**src/rtl/spi_sel_pkg.sv**
```systemverilog
package spi_sel_pkg;

    localparam int HALF_MAX = 32;
    localparam int HCNT_W   = $clog2(HALF_MAX);

    typedef enum logic [1:0] {
        DIV_BY_4   = 2'd0,
        DIV_BY_16  = 2'd1,
        DIV_BY_64  = 2'd2,
        DIV_BY_64B = 2'd3
    } div_sel_t;

    typedef struct packed {
        logic master;
        logic idle_hi;
        logic lead;
        logic late;
    } spi_cfg_t;

    typedef struct packed {
        logic mid;
        logic fin;
        logic last;
    } mev_t;

    typedef struct packed {
        logic samp;
        logic launch;
        logic sel;
    } sev_t;

    function automatic logic [HCNT_W-1:0] half_len_m1(input logic [1:0] sel);
        logic [HCNT_W-1:0] r;
        case (div_sel_t'(sel))
            DIV_BY_4:  r = HCNT_W'(1);
            DIV_BY_16: r = HCNT_W'(7);
            default:   r = HCNT_W'(HALF_MAX - 1);
        endcase
        return r;
    endfunction

endpackage

```
**src/rtl/spi_sel_sync.sv**
```systemverilog
module spi_sel_sync #(
    parameter int          W       = 1,
    parameter logic [W-1:0] RST_VAL = '0
) (
    input  logic         clk,
    input  logic         rst,
    input  logic [W-1:0] d,
    output logic [W-1:0] q
);
    logic [W-1:0] stg1;
    logic [W-1:0] stg2;

    always_ff @(posedge clk) begin
        if (rst) begin
            stg1 <= RST_VAL;
            stg2 <= RST_VAL;
        end else begin
            stg1 <= d;
            stg2 <= stg1;
        end
    end

    assign q = stg2;
endmodule

```
**src/rtl/spi_sel_mseq.sv**
```systemverilog
module spi_sel_mseq
    import spi_sel_pkg::*;
#(
    parameter int DATA_W = 8
) (
    input  logic       clk,
    input  logic       rst,
    input  logic       start,
    input  logic [1:0] div_sel,
    input  logic       lead,
    output logic       busy,
    output mev_t       ev,
    output logic       sck_act
);
    localparam int NEV  = 2 * DATA_W;
    localparam int EV_W = $clog2(NEV + 1);
    localparam logic [EV_W-1:0] NEV_V = EV_W'(NEV);

    logic [HCNT_W-1:0] cnt;
    logic [HCNT_W-1:0] lim;
    logic [EV_W-1:0]   idx;
    logic [EV_W-1:0]   nidx;
    logic              tick;

    assign tick = busy && (cnt == lim);
    assign nidx = idx + EV_W'(1);

    always_ff @(posedge clk) begin
        if (rst) begin
            busy <= 1'b0;
            cnt  <= '0;
            lim  <= '0;
            idx  <= '0;
        end else if (start && !busy) begin
            busy <= 1'b1;
            cnt  <= '0;
            lim  <= half_len_m1(div_sel);
            idx  <= '0;
        end else if (tick) begin
            cnt <= '0;
            idx <= nidx;
            if (nidx == NEV_V) busy <= 1'b0;
        end else if (busy) begin
            cnt <= cnt + HCNT_W'(1);
        end
    end

    always_comb begin
        ev.mid  = tick &  nidx[0];
        ev.fin  = tick & ~nidx[0];
        ev.last = tick & (nidx == NEV_V);
    end

    // even half-steps are active when launching on the leaving-idle edge
    assign sck_act = busy & (idx[0] ^ lead);

    AST_MSEQ_STARTS: assert property (@(posedge clk) disable iff (rst)
        (start && !busy) |=> busy);
    AST_HALF_CADENCE: assert property (@(posedge clk) disable iff (rst)
        (ev.mid || ev.fin) |=> !(ev.mid || ev.fin));
    AST_LAST_IS_FIN: assert property (@(posedge clk) disable iff (rst)
        ev.last |=> !busy);
endmodule

```
**src/rtl/spi_sel_sedge.sv**
```systemverilog
module spi_sel_sedge
    import spi_sel_pkg::*;
(
    input  logic clk,
    input  logic rst,
    input  logic en,
    input  logic idle_hi,
    input  logic lead,
    input  logic sck_i,
    input  logic sel_n_i,
    input  logic sdi_i,
    output sev_t sev,
    output logic sdi_s
);
    logic [2:0] raw;
    logic [2:0] synced;
    logic       sck_s;
    logic       seln_s;
    logic       sck_d;
    logic       changed;
    logic       leading;
    logic       trailing;

    assign raw = {sck_i, sel_n_i, sdi_i};

    spi_sel_sync #(.W(3), .RST_VAL(3'b010)) u_sync (
        .clk (clk),
        .rst (rst),
        .d   (raw),
        .q   (synced)
    );

    assign sck_s  = synced[2];
    assign seln_s = synced[1];
    assign sdi_s  = synced[0];

    always_ff @(posedge clk) begin
        if (rst) sck_d <= 1'b0;
        else     sck_d <= sck_s;
    end

    assign changed  = sck_s != sck_d;
    assign leading  = changed && (sck_d == idle_hi);
    assign trailing = changed && (sck_s == idle_hi);

    always_comb begin
        sev.sel    = en & ~seln_s;
        sev.samp   = sev.sel & (lead ? trailing : leading);
        sev.launch = sev.sel & (lead ? leading  : trailing);
    end

    AST_SEDGE_EXCL: assert property (@(posedge clk) disable iff (rst)
        !(sev.samp && sev.launch));
endmodule

```
**src/rtl/spi_sel_core.sv**
```systemverilog
module spi_sel_core
    import spi_sel_pkg::*;
#(
    parameter int DATA_W = 8
) (
    input  logic              clk,
    input  logic              rst,
    input  logic              is_master,
    input  logic              late_eff,
    input  logic              load,
    input  logic              wr_try,
    input  logic              busy,
    input  logic [DATA_W-1:0] wr_data,
    input  mev_t              mev,
    input  sev_t              sev,
    input  logic              sdi_m,
    input  logic              sdi_s,
    input  logic              rd_en,
    output logic              sdo,
    output logic [DATA_W-1:0] rd_data,
    output logic              bf,
    output logic              ovf,
    output logic              wcol
);
    localparam int SB_W = $clog2(DATA_W);
    localparam int MSB  = DATA_W - 1;

    logic [DATA_W-1:0] shreg;
    logic [DATA_W-1:0] rxbuf;
    logic [SB_W-1:0]   sbits;
    logic              mid_bit;
    logic              out_q;
    logic              in_bit;
    logic              done;
    logic              bf_keep;
    logic [DATA_W-1:0] rx_word;

    always_comb begin
        in_bit  = is_master ? (late_eff ? sdi_m : mid_bit) : sdi_s;
        rx_word = {shreg[MSB-1:0], in_bit};
        done    = is_master ? mev.last
                            : (sev.samp && (sbits == SB_W'(DATA_W - 1)));
        bf_keep = bf & ~rd_en;
    end

    always_ff @(posedge clk) begin
        if (rst) begin
            shreg   <= '0;
            mid_bit <= 1'b0;
            out_q   <= 1'b0;
        end else if (load) begin
            shreg <= wr_data;
            out_q <= wr_data[MSB];
        end else if (is_master) begin
            if (mev.mid) mid_bit <= sdi_m;
            if (mev.fin) shreg   <= rx_word;
        end else begin
            if (sev.samp)   shreg <= rx_word;
            if (sev.launch) out_q <= shreg[MSB];
        end
    end

    always_ff @(posedge clk) begin
        if (rst || is_master || !sev.sel) sbits <= '0;
        else if (sev.samp)
            sbits <= (sbits == SB_W'(DATA_W - 1)) ? '0 : sbits + SB_W'(1);
    end

    always_ff @(posedge clk) begin
        if (rst) begin
            rxbuf <= '0;
            bf    <= 1'b0;
            ovf   <= 1'b0;
            wcol  <= 1'b0;
        end else begin
            if (done && !bf_keep) rxbuf <= rx_word;
            bf  <= bf_keep | done;
            ovf <= (ovf & ~rd_en) | (done & bf_keep);
            if (wr_try && busy) wcol <= 1'b1;
            else if (load)      wcol <= 1'b0;
        end
    end

    assign sdo     = is_master ? shreg[MSB] : out_q;
    assign rd_data = rxbuf;

    AST_BF_ON_DONE: assert property (@(posedge clk) disable iff (rst)
        done |=> bf);
    AST_NO_OVERWRITE: assert property (@(posedge clk) disable iff (rst)
        (done && bf && !rd_en) |=> ($stable(rxbuf) && ovf));
    AST_OVF_NEEDS_BF: assert property (@(posedge clk) disable iff (rst)
        $rose(ovf) |-> $past(bf));
    AST_WCOL_SET: assert property (@(posedge clk) disable iff (rst)
        (wr_try && busy) |=> wcol);
endmodule

```
**src/rtl/spi_sel_port.sv**
```systemverilog
module spi_sel_port
    import spi_sel_pkg::*;
#(
    parameter int DATA_W = 8
) (
    input  logic              clk,
    input  logic              rst,
    input  logic              master_mode,
    input  logic              idle_hi,
    input  logic              lead_launch,
    input  logic              late_sample,
    input  logic [1:0]        div_sel,
    input  logic              wr_en,
    input  logic [DATA_W-1:0] wr_data,
    input  logic              rd_en,
    output logic [DATA_W-1:0] rd_data,
    output logic              buf_full,
    output logic              wr_collide,
    output logic              rx_overflow,
    output logic              busy,
    output logic              sck_o,
    input  logic              sck_i,
    input  logic              sel_n_i,
    output logic              sdo,
    input  logic              sdi
);
    spi_cfg_t cfg;
    mev_t     mev;
    sev_t     sev;
    logic     m_busy;
    logic     sck_act;
    logic     sdi_s;
    logic     load;

    always_comb begin
        cfg.master  = master_mode;
        cfg.idle_hi = idle_hi;
        cfg.lead    = lead_launch;
        cfg.late    = late_sample & master_mode;
    end

    assign busy = cfg.master ? m_busy : sev.sel;
    assign load = wr_en & ~busy;

    spi_sel_mseq #(.DATA_W(DATA_W)) u_mseq (
        .clk     (clk),
        .rst     (rst),
        .start   (load & cfg.master),
        .div_sel (div_sel),
        .lead    (cfg.lead),
        .busy    (m_busy),
        .ev      (mev),
        .sck_act (sck_act)
    );

    spi_sel_sedge u_sedge (
        .clk     (clk),
        .rst     (rst),
        .en      (~cfg.master),
        .idle_hi (cfg.idle_hi),
        .lead    (cfg.lead),
        .sck_i   (sck_i),
        .sel_n_i (sel_n_i),
        .sdi_i   (sdi),
        .sev     (sev),
        .sdi_s   (sdi_s)
    );

    spi_sel_core #(.DATA_W(DATA_W)) u_core (
        .clk       (clk),
        .rst       (rst),
        .is_master (cfg.master),
        .late_eff  (cfg.late),
        .load      (load),
        .wr_try    (wr_en),
        .busy      (busy),
        .wr_data   (wr_data),
        .mev       (mev),
        .sev       (sev),
        .sdi_m     (sdi),
        .sdi_s     (sdi_s),
        .rd_en     (rd_en),
        .sdo       (sdo),
        .rd_data   (rd_data),
        .bf        (buf_full),
        .ovf       (rx_overflow),
        .wcol      (wr_collide)
    );

    assign sck_o = cfg.idle_hi ^ (cfg.master & sck_act);

    AST_SLAVE_SCK_IDLE: assert property (@(posedge clk) disable iff (rst)
        !master_mode |-> (sck_o == idle_hi));
    AST_IDLE_LEVEL: assert property (@(posedge clk) disable iff (rst)
        (master_mode && !busy) |-> (sck_o == idle_hi));
endmodule

```
**config.mk**
```make
export PLATFORM = sky130hd
export DESIGN_NAME = spi_sel_port
export DESIGN_NICKNAME = d
export VERILOG_FILES = /design/src/rtl/spi_sel_pkg.sv /design/src/rtl/spi_sel_sync.sv /design/src/rtl/spi_sel_mseq.sv /design/src/rtl/spi_sel_sedge.sv /design/src/rtl/spi_sel_core.sv /design/src/rtl/spi_sel_port.sv
export SDC_FILE = /design/constraint.sdc
export NUM_CORES = 1
export LEC_CHECK = 0
export ABC_AREA = 1
export CAP_MARGIN = 20
export CELL_PAD_IN_SITES_DETAIL_PLACEMENT = 0
export CELL_PAD_IN_SITES_GLOBAL_PLACEMENT = 2
export CORE_ASPECT_RATIO = 1.25
export CORE_MARGIN = 2
export CORE_UTILIZATION = 30
export CTS_CLUSTER_DIAMETER = 60
export DETAILED_ROUTE_END_ITERATION = 10
export MAX_ROUTING_LAYER = met4
export PLACE_DENSITY_LB_ADDON = 0.15
export SETUP_SLACK_MARGIN = 0.1
export SYNTH_ARGS = -nofsm -noshare
export SYNTH_HDL_FRONTEND = slang
export SYNTH_SLANG_ARGS = --single-unit
```
**constraint.sdc**
```tcl
create_clock -name clk -period 2.3 [get_ports clk]
set_input_delay 0.23 -clock clk [delete_from_list [all_inputs] [get_ports clk]]
set_output_delay 0.23 -clock clk [all_outputs]
set_load 0.02 [all_outputs]
```
**Yosys cells after proc, flatten, opt, wreduce, memory -nomap -nowiden**

Index checks and enable logic that the tools add are counted.

- Mux-type cells: 21
- Add/subtract/negate cells: 3
- Equality and inequality tests: 9
- Bitwise operators: 24
- Reduce and logical (&&, ||, !) cells: 24

Operator list:

| kind | count |
|---|---|
| 8-bit 2-to-1 mux | 4 |
| 1-bit 2-to-1 mux | 15 |
| 1-bit AND | 14 |
| 5-bit by 1-bit adder with 5-bit output (second input constant) | 2 |
| 5-bit case mux with 2 select lines | 1 |
| 2-bit nonzero test | 4 |
| 1-bit logical AND | 7 |
| 1-bit NOT | 6 |
| 2-bit AND reduction | 3 |
| 5-bit == test | 1 |
| 5-bit == test (second input constant) | 1 |
| 3-bit by 1-bit adder with 3-bit output (second input constant) | 1 |
| 3-bit == test (second input constant) | 1 |
| 1-bit logical NOT | 3 |
| 3-bit 2-to-1 mux | 1 |
| 3-bit by 1-bit != test with 1-bit output (second input constant) | 1 |
| 3-bit AND reduction | 1 |
| 3-bit nonzero test | 1 |
| 3-bit OR reduction | 1 |
| 1-bit == test | 2 |
| 2-bit by 1-bit == test with 1-bit output (second input constant) | 1 |
| 2-bit logical NOT | 1 |
| 1-bit logical OR | 2 |
| 2-bit by 1-bit != test with 1-bit output (second input constant) | 1 |
| other kinds (4) | 6 |

- Word-level logic and storage cells: 96
- Register bits after elaboration: 47

**Longest topological paths before layout**

Gate-level depths: netlist (run 1).

- Depth in word-level cells: 9
- Gate-level depth with buffers: 12
- Gate-level depth less buffers: 12

**Modules after synthesis**

Synthesis (run 1) repeated with hierarchy kept, for this count alone.

- Cells, all modules: 313
- Area, all modules: 2243.4 µm²

By module, submodules not included:

| module | sequential area each (µm²) | times used | area each (µm²) | cells each |
|---|---|---|---|---|
| spi_sel_core | 480.5 | 1 | 1141.1 | 158 |
| spi_sel_mseq | 280.3 | 1 | 744.5 | 101 |
| spi_sel_sync | 120.1 | 1 | 168.9 | 19 |
| spi_sel_sedge | 20.0 | 1 | 122.6 | 22 |
| spi_sel_port | 0.0 | 1 | 66.3 | 13 |

**Worst setup path after synthesis (run 1)**

OpenSTA, ideal clock, no wires.

- Path type: reg2reg
- Start: register u_mseq.idx[0]
- End: register u_core.rxbuf[7] (netlist: u_core.rd_data[7])
- Path slack: 0.687 ns
- Stages on the path, launching flop included: 11
- Library setup time: 0.113 ns
- Arrival: 1.500 ns
- Buffers on the path: 1
- Period minus slack after synthesis: 1.613 ns
- Required time: 2.187 ns
- Path through: dfxtp_1 -> ha_1 -> nand3_1 -> xor2_1 -> nor2_4 -> nand3_2 -> nand2_4 -> buf_8 -> nand3_1 -> nand2_1 -> nor2_1

- Cells in the longest elaborated chain, start to end: 5

Ends and longest elaborated chain:

| element | line | source |
|---|---|---|
| start, declared | spi_sel_mseq.sv:21 | `logic [EV_W-1:0] idx;` |
| start signal, assigned | spi_sel_mseq.sv:41 | `idx <= nidx;` |
| 5-bit by 1-bit adder with 5-bit output | spi_sel_mseq.sv:26 | `assign nidx = idx + EV_W'(1);` |
| 5-bit == test | spi_sel_mseq.sv:51 | `ev.last = tick & (nidx == NEV_V);` |
| 1-bit AND | spi_sel_mseq.sv:51 |  |
| 1-bit 2-to-1 mux | spi_sel_core.sv:41 | `done = is_master ? mev.last` |
| 1-bit logical AND | spi_sel_core.sv:76 | `if (done && !bf_keep) rxbuf <= rx_word;` |
| end signal, assigned | spi_sel_core.sv:76 |  |
| end, declared | spi_sel_core.sv:29 | `logic [DATA_W-1:0] rxbuf;` |

Every way passes these cells.
A chain may end at the register's enable or synchronous reset.

**Worst setup path after layout (run 1)**

- Start: input master_mode
- End: output sck_o

- Cells in the longest elaborated chain, start to end: 2

Ends and longest elaborated chain:

| element | line | source |
|---|---|---|
| start, declared | spi_sel_port.sv:8 | `input logic master_mode,` |
| 1-bit AND | spi_sel_port.sv:90 | `assign sck_o = cfg.idle_hi ^ (cfg.master & sck_act);` |
| 1-bit bitwise XOR | spi_sel_port.sv:90 |  |
| end, declared | spi_sel_port.sv:21 | `output logic sck_o,` |

Every way passes these cells.

==> results.json, run 1 <==
{
  "finalCriticalPeriod_ps": 2050,
  "netlist_instances": 297,
  "wire_per_inst_um": 12.2,
  "required_ps": 2070,
  "groute.usage.overall": 0.150,
  "clk_path_buf_depth": 2,
  "n_antenna_cell": 0,
  "hp-start": "u_sedge.u_sync.stg1[0]$_SDFF_PP0_",
  "ys_seq_elements": 45,
  "area_growth_pct": 27.2,
  "antenna_found_initial": 0,
  "die_w_um": 80.1,
  "pwr-share-clk": 0.375,
  "pre_cts_ws_ps": 252,
  "drtAntennaViolNets": 0,
  "p_switching_mw": 0.433,
  "syn_area_per_cell_um2": 7.32,
  "critPathArrivalTime_ps": 1820,
  "cp_max_fo": 3,
  "insertion_delay_ps": 300,
  "dieArea_um2": 7950,
  "drive_gt1_frac": 0.141,
  "postCtsHoldBufs": 0,
  "hpwl_mm": 3.87,
  "p_per_area_nw_per_um2": 614,
  "drt-initial-drc-count": 81,
  "grt_pass1_wl_mm": 9.03,
  "root_buffer": "clkbuf_8",
  "dr.pass1.iters": 4,
  "synth_cell_types": 31,
  "numPortBuffers": 34,
  "die_y_um": 99.2,
  "whs_ps": 410,
  "fin_setup_tns_ps": 0,
  "placementRows": 34,
  "worstSetupStartpointType": "input pin",
  "pwr-share-seq": 0.492,
  "yosysWarnings": 0,
  "p_leak_nw": 1.16,
  "crit_type": "input pin to output pin",
  "drc": 0,
  "reg2reg_setup_slack_ps": 570,
  "instances_no_fill": 430,
  "setup_ws_ps": 251,
  "p_sw_frac": 0.255,
  "ir_worst_vdd_v": 0.000289,
  "min_period_over_period": 0.891,
  "finalClockSkew_ps": 8.58,
  "cts.sink_count": 45,
  "postCtsSetupBuffers": 0,
  "coreArea_um2": 6980,
  "ios": 35,
  "grt_max_degree": 20,
  "power_frac_comb": 0.133,
  "vias_per_cell": 4.49,
  "cts_resized": 0,
  "setup_violations": 0,
  "tightestPinTransition_ps": 414,
  "r2r_start": "u_mseq.idx[1]$_SDFFE_PP0P_",
  "rsz0062_at_grt": "false",
  "gp_congestion": 0.699,
  "hold_path_class": "flop to flop",
  "syn-num-nets": 323,
  "grt_pass1_vias": 1941,
  "final_max_slew_viol_count": 0,
  "maxSlewHeadroom": 0.723,
  "cts_tree": "yes",
  "routed_wl_mm": 5.24,
  "via_count": 1932,
  "ctsHtreeMaxLevel": 2,
  "overflow": 0,
  "syn_area_um2": 2170,
  "status": "finished clean",
  "max_cap_viol_count": 0,
  "fillerInstances": 755,
  "num-nets-final": 365,
  "crit_path_start": "master_mode",
  "utilization": 0.396,
  "path_clk_slew_ps": 90,
  "max_freq_mhz": 488,
  "dp_cells": 422,
  "report.final.hold_viol_count": 0,
  "synth_seq_area_share": 0.415,
  "cts_made_buffers": 5,
  "start_util": 0.312,
  "cp-end-kind": "output pin",
  "intPower_mw": 1.27
}
==> power by group through the flow <==
| stage | Sequential (mW) | Combinational [mW] | Clock (mW) |
|---|---|---|---|
| finish | 0.836 | 0.226 | 0.637 |
| CTS | 0.837 | 0.230 | 0.664 |
| detailed placement | 0.855 | 0.229 | 0 |
| global route | 0.841 | 0.257 | 0.700 |
| global placement | 0.855 | 0.229 | 0 |
| floorplan | 0.848 | 0.136 | 0 |
==> cells in the final DEF (no fill, tap or decap), types with 2 or more instances in the layout <==
cell type	n
a31oi_1	2
or2_2	2
dfxtp_1	45
xor2_1	3
nor2_2	6
nor3_1	4
a21oi_2	8
nor2_1	37
nand3b_1	7
nand2_2	4
ha_1	5
nand2_1	67
inv_2	3
buf_4	10
o21ai_0	17
a211oi_1	2
clkbuf_8	6
clkdlybuf4s50_1	34
inv_1	29
nand3_1	20
nand4_1	2
nor2_4	2
nand3_2	2
a21oi_1	15
==> logic make-up after synthesis <==
family | count (synthesis) | share of synthesized area
buffers and inverters | 42 | 0.0840
AND/OR/NAND/NOR | 156 | 0.335
flip-flops | 45 | 0.415
adder cells (fa/ha/maj) | 5 | 0.0288
XOR/XNOR | 3 | 0.0121
multiplexers | 1 | 0.00461
AO/OA/AOI/OAI | 45 | 0.121
==> synth_stat cells, drive strengths merged <==
master	number	area share
nand2	72	0.13
dfxtp	45	0.41
nor2	45	0.092
inv	33	0.058
a21oi	23	0.067
nand3	23	0.063
o21ai	18	0.041
nand3b	7	0.024
buf	6	0.021
ha	5	0.029
nor3	4	0.0092
clkbuf	3	0.0052
xor2	3	0.012
a211oi	2	0.0069
a31oi	2	0.0058
nand4	2	0.0058
or2	2	0.0058
and3	1	0.0029
mux2i	1	0.0046
==> sequential cells by signal, summed over array words and instances (netlist names), 3 cells and up <==
signal / flops
u_core.rd_data: 8
u_core.shreg: 8
u_mseq.cnt: 5
u_mseq.idx: 5
u_core.sbits: 3
u_mseq.lim: 3
u_sedge.u_sync.q: 3
u_sedge.u_sync.stg1: 3
==> area by class of cell <==
cell class	count	area (µm²)	share of cell area
multi-input combinational	210	1090	0.394
sequential	45	901	0.326
timing repair buffer	44	415	0.150
inverter	33	126	0.0457
tap	90	113	0.0407
clock buffer	6	82.6	0.0299
clock inverter	2	37.5	0.0136
==> stage by stage <==
stage	power (mW)	instance area, µm²
floorplan	0.984	2170
global placement	1.08	2650
detailed placement	1.08	2650
CTS	1.73	2770
global route	1.80	2770
finish	1.70	2770
==> critical path, stage by stage <==
cell and delay, ps:
clkdlybuf4s50_1 480, nand2_1 100, a21oi_1 110, o21ai_0 110, xor2_1 150, clkdlybuf4s50_1 620
==> path summary, 6_finish.rpt <==
| check | endpoint | depth (start not counted) |
|---|---|---|
| max | sck_o | 6 |
| min | u_sedge.u_sync.q[0]$_SDFF_PP0_ | 2 |
| min reg2reg | u_sedge.u_sync.q[0]$_SDFF_PP0_ | 2 |
| max reg2reg | u_core.rd_data[0]$_SDFFE_PP0P_ | 11 |
==> per-layer routing <==
layer,wire [µm],vias up,GRT usage
met5,0,-,-
met4,68,0,0.0508
met3,152,4,0.0318
met2,2710,32,0.259
met1,2300,865,0.171
li1,-,1031,-
(Power assumes the default switching activity.)
==> run 2, diff against run 1 <==
--- a/config.mk
+++ b/config.mk
@@ -12,7 +12,8 @@
 export CORE_ASPECT_RATIO = 1.25
 export CORE_MARGIN = 2
 export CORE_UTILIZATION = 30
-export CTS_CLUSTER_DIAMETER = 60
+export CTS_CLUSTER_DIAMETER = 150
+export CTS_CLUSTER_SIZE = 8
 export DETAILED_ROUTE_END_ITERATION = 10
 export MAX_ROUTING_LAYER = met4
 export PLACE_DENSITY_LB_ADDON = 0.15
==> results of run 2 <==
Final layout, timing and power as in run 1 (identical DEF).
==> run 3, diff against run 2 <==
--- a/config.mk
+++ b/config.mk
@@ -10,7 +10,6 @@
 export CELL_PAD_IN_SITES_DETAIL_PLACEMENT = 0
 export CELL_PAD_IN_SITES_GLOBAL_PLACEMENT = 2
 export CORE_ASPECT_RATIO = 1.25
-export CORE_MARGIN = 2
 export CORE_UTILIZATION = 30
 export CTS_CLUSTER_DIAMETER = 150
 export CTS_CLUSTER_SIZE = 8
==> run 3 against run 2 <==
  * Power decreased by 9.7%
  * Clock power is 25% lower
  * Register-to-register slack lost 120 ps
  * Global-route usage decreased by 0.49 points
  * First-iteration DRC count fell by 51%
  * Sequential cell count unchanged
  * Via count decreased by 1.2%
  * Combinational power is 4% lower
  * Largest power group unchanged
  * Highest routed layer unchanged
==> results.json, run 3 (synthesis gave the netlist of run 1 again) <==
{
  "worstSetupStartpointType": "input pin",
  "placed_area_um2": 2630,
  "maxSlewHeadroom": 0.737,
  "seqCellArea_um2": 901,
  "drc": 0,
  "max_freq_mhz": 489,
  "crit_chain": "clkdlybuf4s50_1 > nand2_1 > a21oi_1 > o21ai_0 > xor2_1 > clkdlybuf4s50_1",
  "grt_pass1_wl_mm": 8.40,
  "antenna_found_initial": 0,
  "reg2reg_setup_slack_ps": 450,
  "placementRows": 34,
  "cp_common_cell": "clkdlybuf4s50_1",
  "ir_worst_vdd_v": 0.000230,
  "r2r-end": "u_core.rd_data[0]$_SDFFE_PP0P_",
  "cts_made_buffers": 5,
  "path_clk_slew_ps": 90,
  "dr.pass1.iters": 5,
  "dieArea_um2": 7590,
  "r2r_cells": 11,
  "hold_depth": 2,
  "cts_resized": 0,
  "finalClockSkew_ps": 7.35,
  "ctsHtreeMaxLevel": 2,
  "postCtsSetupBuffers": 0,
  "hold_path_class": "flop to flop",
  "hpwl_mm": 3.69,
  "drtAntennaViolNets": 0,
  "cp-end-kind": "output pin",
  "die_w_um": 78.1,
  "p_per_area_nw_per_um2": 566,
  "via_count": 1909,
  "layout_common_cells": "nand2_1 (67), dfxtp_1 (45), nor2_1 (37)",
  "p_leak_nw": 1.14,
  "required_ps": 2070,
  "report.final.hold_viol_count": 0,
  "cts.sink_count": 45,
  "area_growth_pct": 24.8,
  "final_max_slew_viol_count": 0,
  "root_buffer": "clkbuf_8",
  "start_util": 0.312,
  "wire_per_inst_um": 11.6,
  "fin_setup_tns_ps": 0,
  "numPortBuffers": 34,
  "rsz0062_at_grt": "false",
  "n_antenna_cell": 0,
  "status": "finished clean",
  "fillerInstances": 762,
  "coreArea_um2": 6980,
  "postCtsHoldBufs": 0,
  "vias_per_cell": 4.46,
  "multi_input_area_um2": 1090,
  "hp-start": "u_sedge.u_sync.stg1[0]$_SDFF_PP0_",
  "insertion_delay_ps": 290,
  "drt-initial-drc-count": 40,
  "max_cap_viol_count": 0,
  "overflow": 0,
  "gp_congestion": 0.736,
  "die_y_um": 97.2,
  "tightestPinTransition_ps": 393,
  "clk_path_buf_depth": 2,
  "finalCriticalPeriod_ps": 2040,
  "cts_tree": "yes",
  "critPathSlowestCell": "clkdlybuf4s50_1",
  "slowest_delay_ps": 620,
  "layout_commonest_cell": "nand2_1",
  "crit_type": "input pin to output pin",
  "ios": 35,
  "num-nets-final": 363,
  "grt_max_degree": 20,
  "setup_violations": 0,
  "min_period_over_period": 0.889,
  "min_to": "u_sedge.u_sync.q[0]$_SDFF_PP0_",
  "grt_pass1_vias": 1846,
  "cp_max_fo": 3,
  "critPathArrivalTime_ps": 1810,
  "drive_gt1_frac": 0.133,
  "routed_wl_mm": 4.96,
  "fin_area_um2": 2710,
  "r2r_start": "u_mseq.idx[0]$_SDFFE_PP0P_",
  "groute.usage.overall": 0.145
}
run 3: how the worst max path moves through the flow:
stage / slack (ps) / to / cells after the start / startpoint
6_report: 260 / sck_o / 6 / master_mode
5_1_grt: 130 / sck_o / 6 / master_mode
4_1_cts: 220 / sck_o / 6 / master_mode
3_5_place_dp: 240 / sck_o / 6 / master_mode
3_3_place_gp: 270 / sck_o / 6 / master_mode
2_1_floorplan: 690 / u_core.rd_data[7]$_SDFFE_PP0P_ / 10 / u_mseq.idx[0]$_SDFFE_PP0P_
run 3: cell type report:
type / instances / share of cell area
clock buffer: 6 / 0.0268
clock inverter: 2 / 0.00369
inverter: 33 / 0.0466
multi-input combinational: 210 / 0.402
sequential: 45 / 0.332
tap: 90 / 0.0415
timing repair buffer: 42 / 0.148
run 3: metrics by stage:
| step | setup WS, ps | power, mW | util | hold WS, ps | cells |
|---|---|---|---|---|---|
| 2_1_floorplan | 687 | 0.984 | - | 308 | 297 |
| 3_3_place_gp | 267 | 1.08 | 0.377 | 392 | 420 |
| 3_5_place_dp | 236 | 1.08 | 0.377 | 398 | 420 |
| 4_1_cts | 224 | 1.57 | 0.389 | 409 | 428 |
| 5_1_grt | 129 | 1.63 | 0.389 | 414 | 428 |
| 6_report | 255 | 1.53 | 0.389 | 406 | 428 |
run 3: worst max-delay path, delay by kind of cell:
| kind | cells | cell delay [ps] |
|---|---|---|
| XOR/XNOR | 1 | 160 |
| buffers and inverters | 2 | 1110 |
| AO/OA/AOI/OAI | 2 | 220 |
| AND/OR/NAND/NOR | 1 | 100 |
run 3: layer usage:
metal  share of wire  track usage
met4           0.011       0.0513
met1            0.47        0.166
met2            0.49        0.248
met3           0.027       0.0329
met5               0            -
run 3: power by group:
part / switching [mW] / internal (mW)
Combinational: 0.121 / 0.0968
Clock: 0.268 / 0.211
Sequential: 0.0248 / 0.812
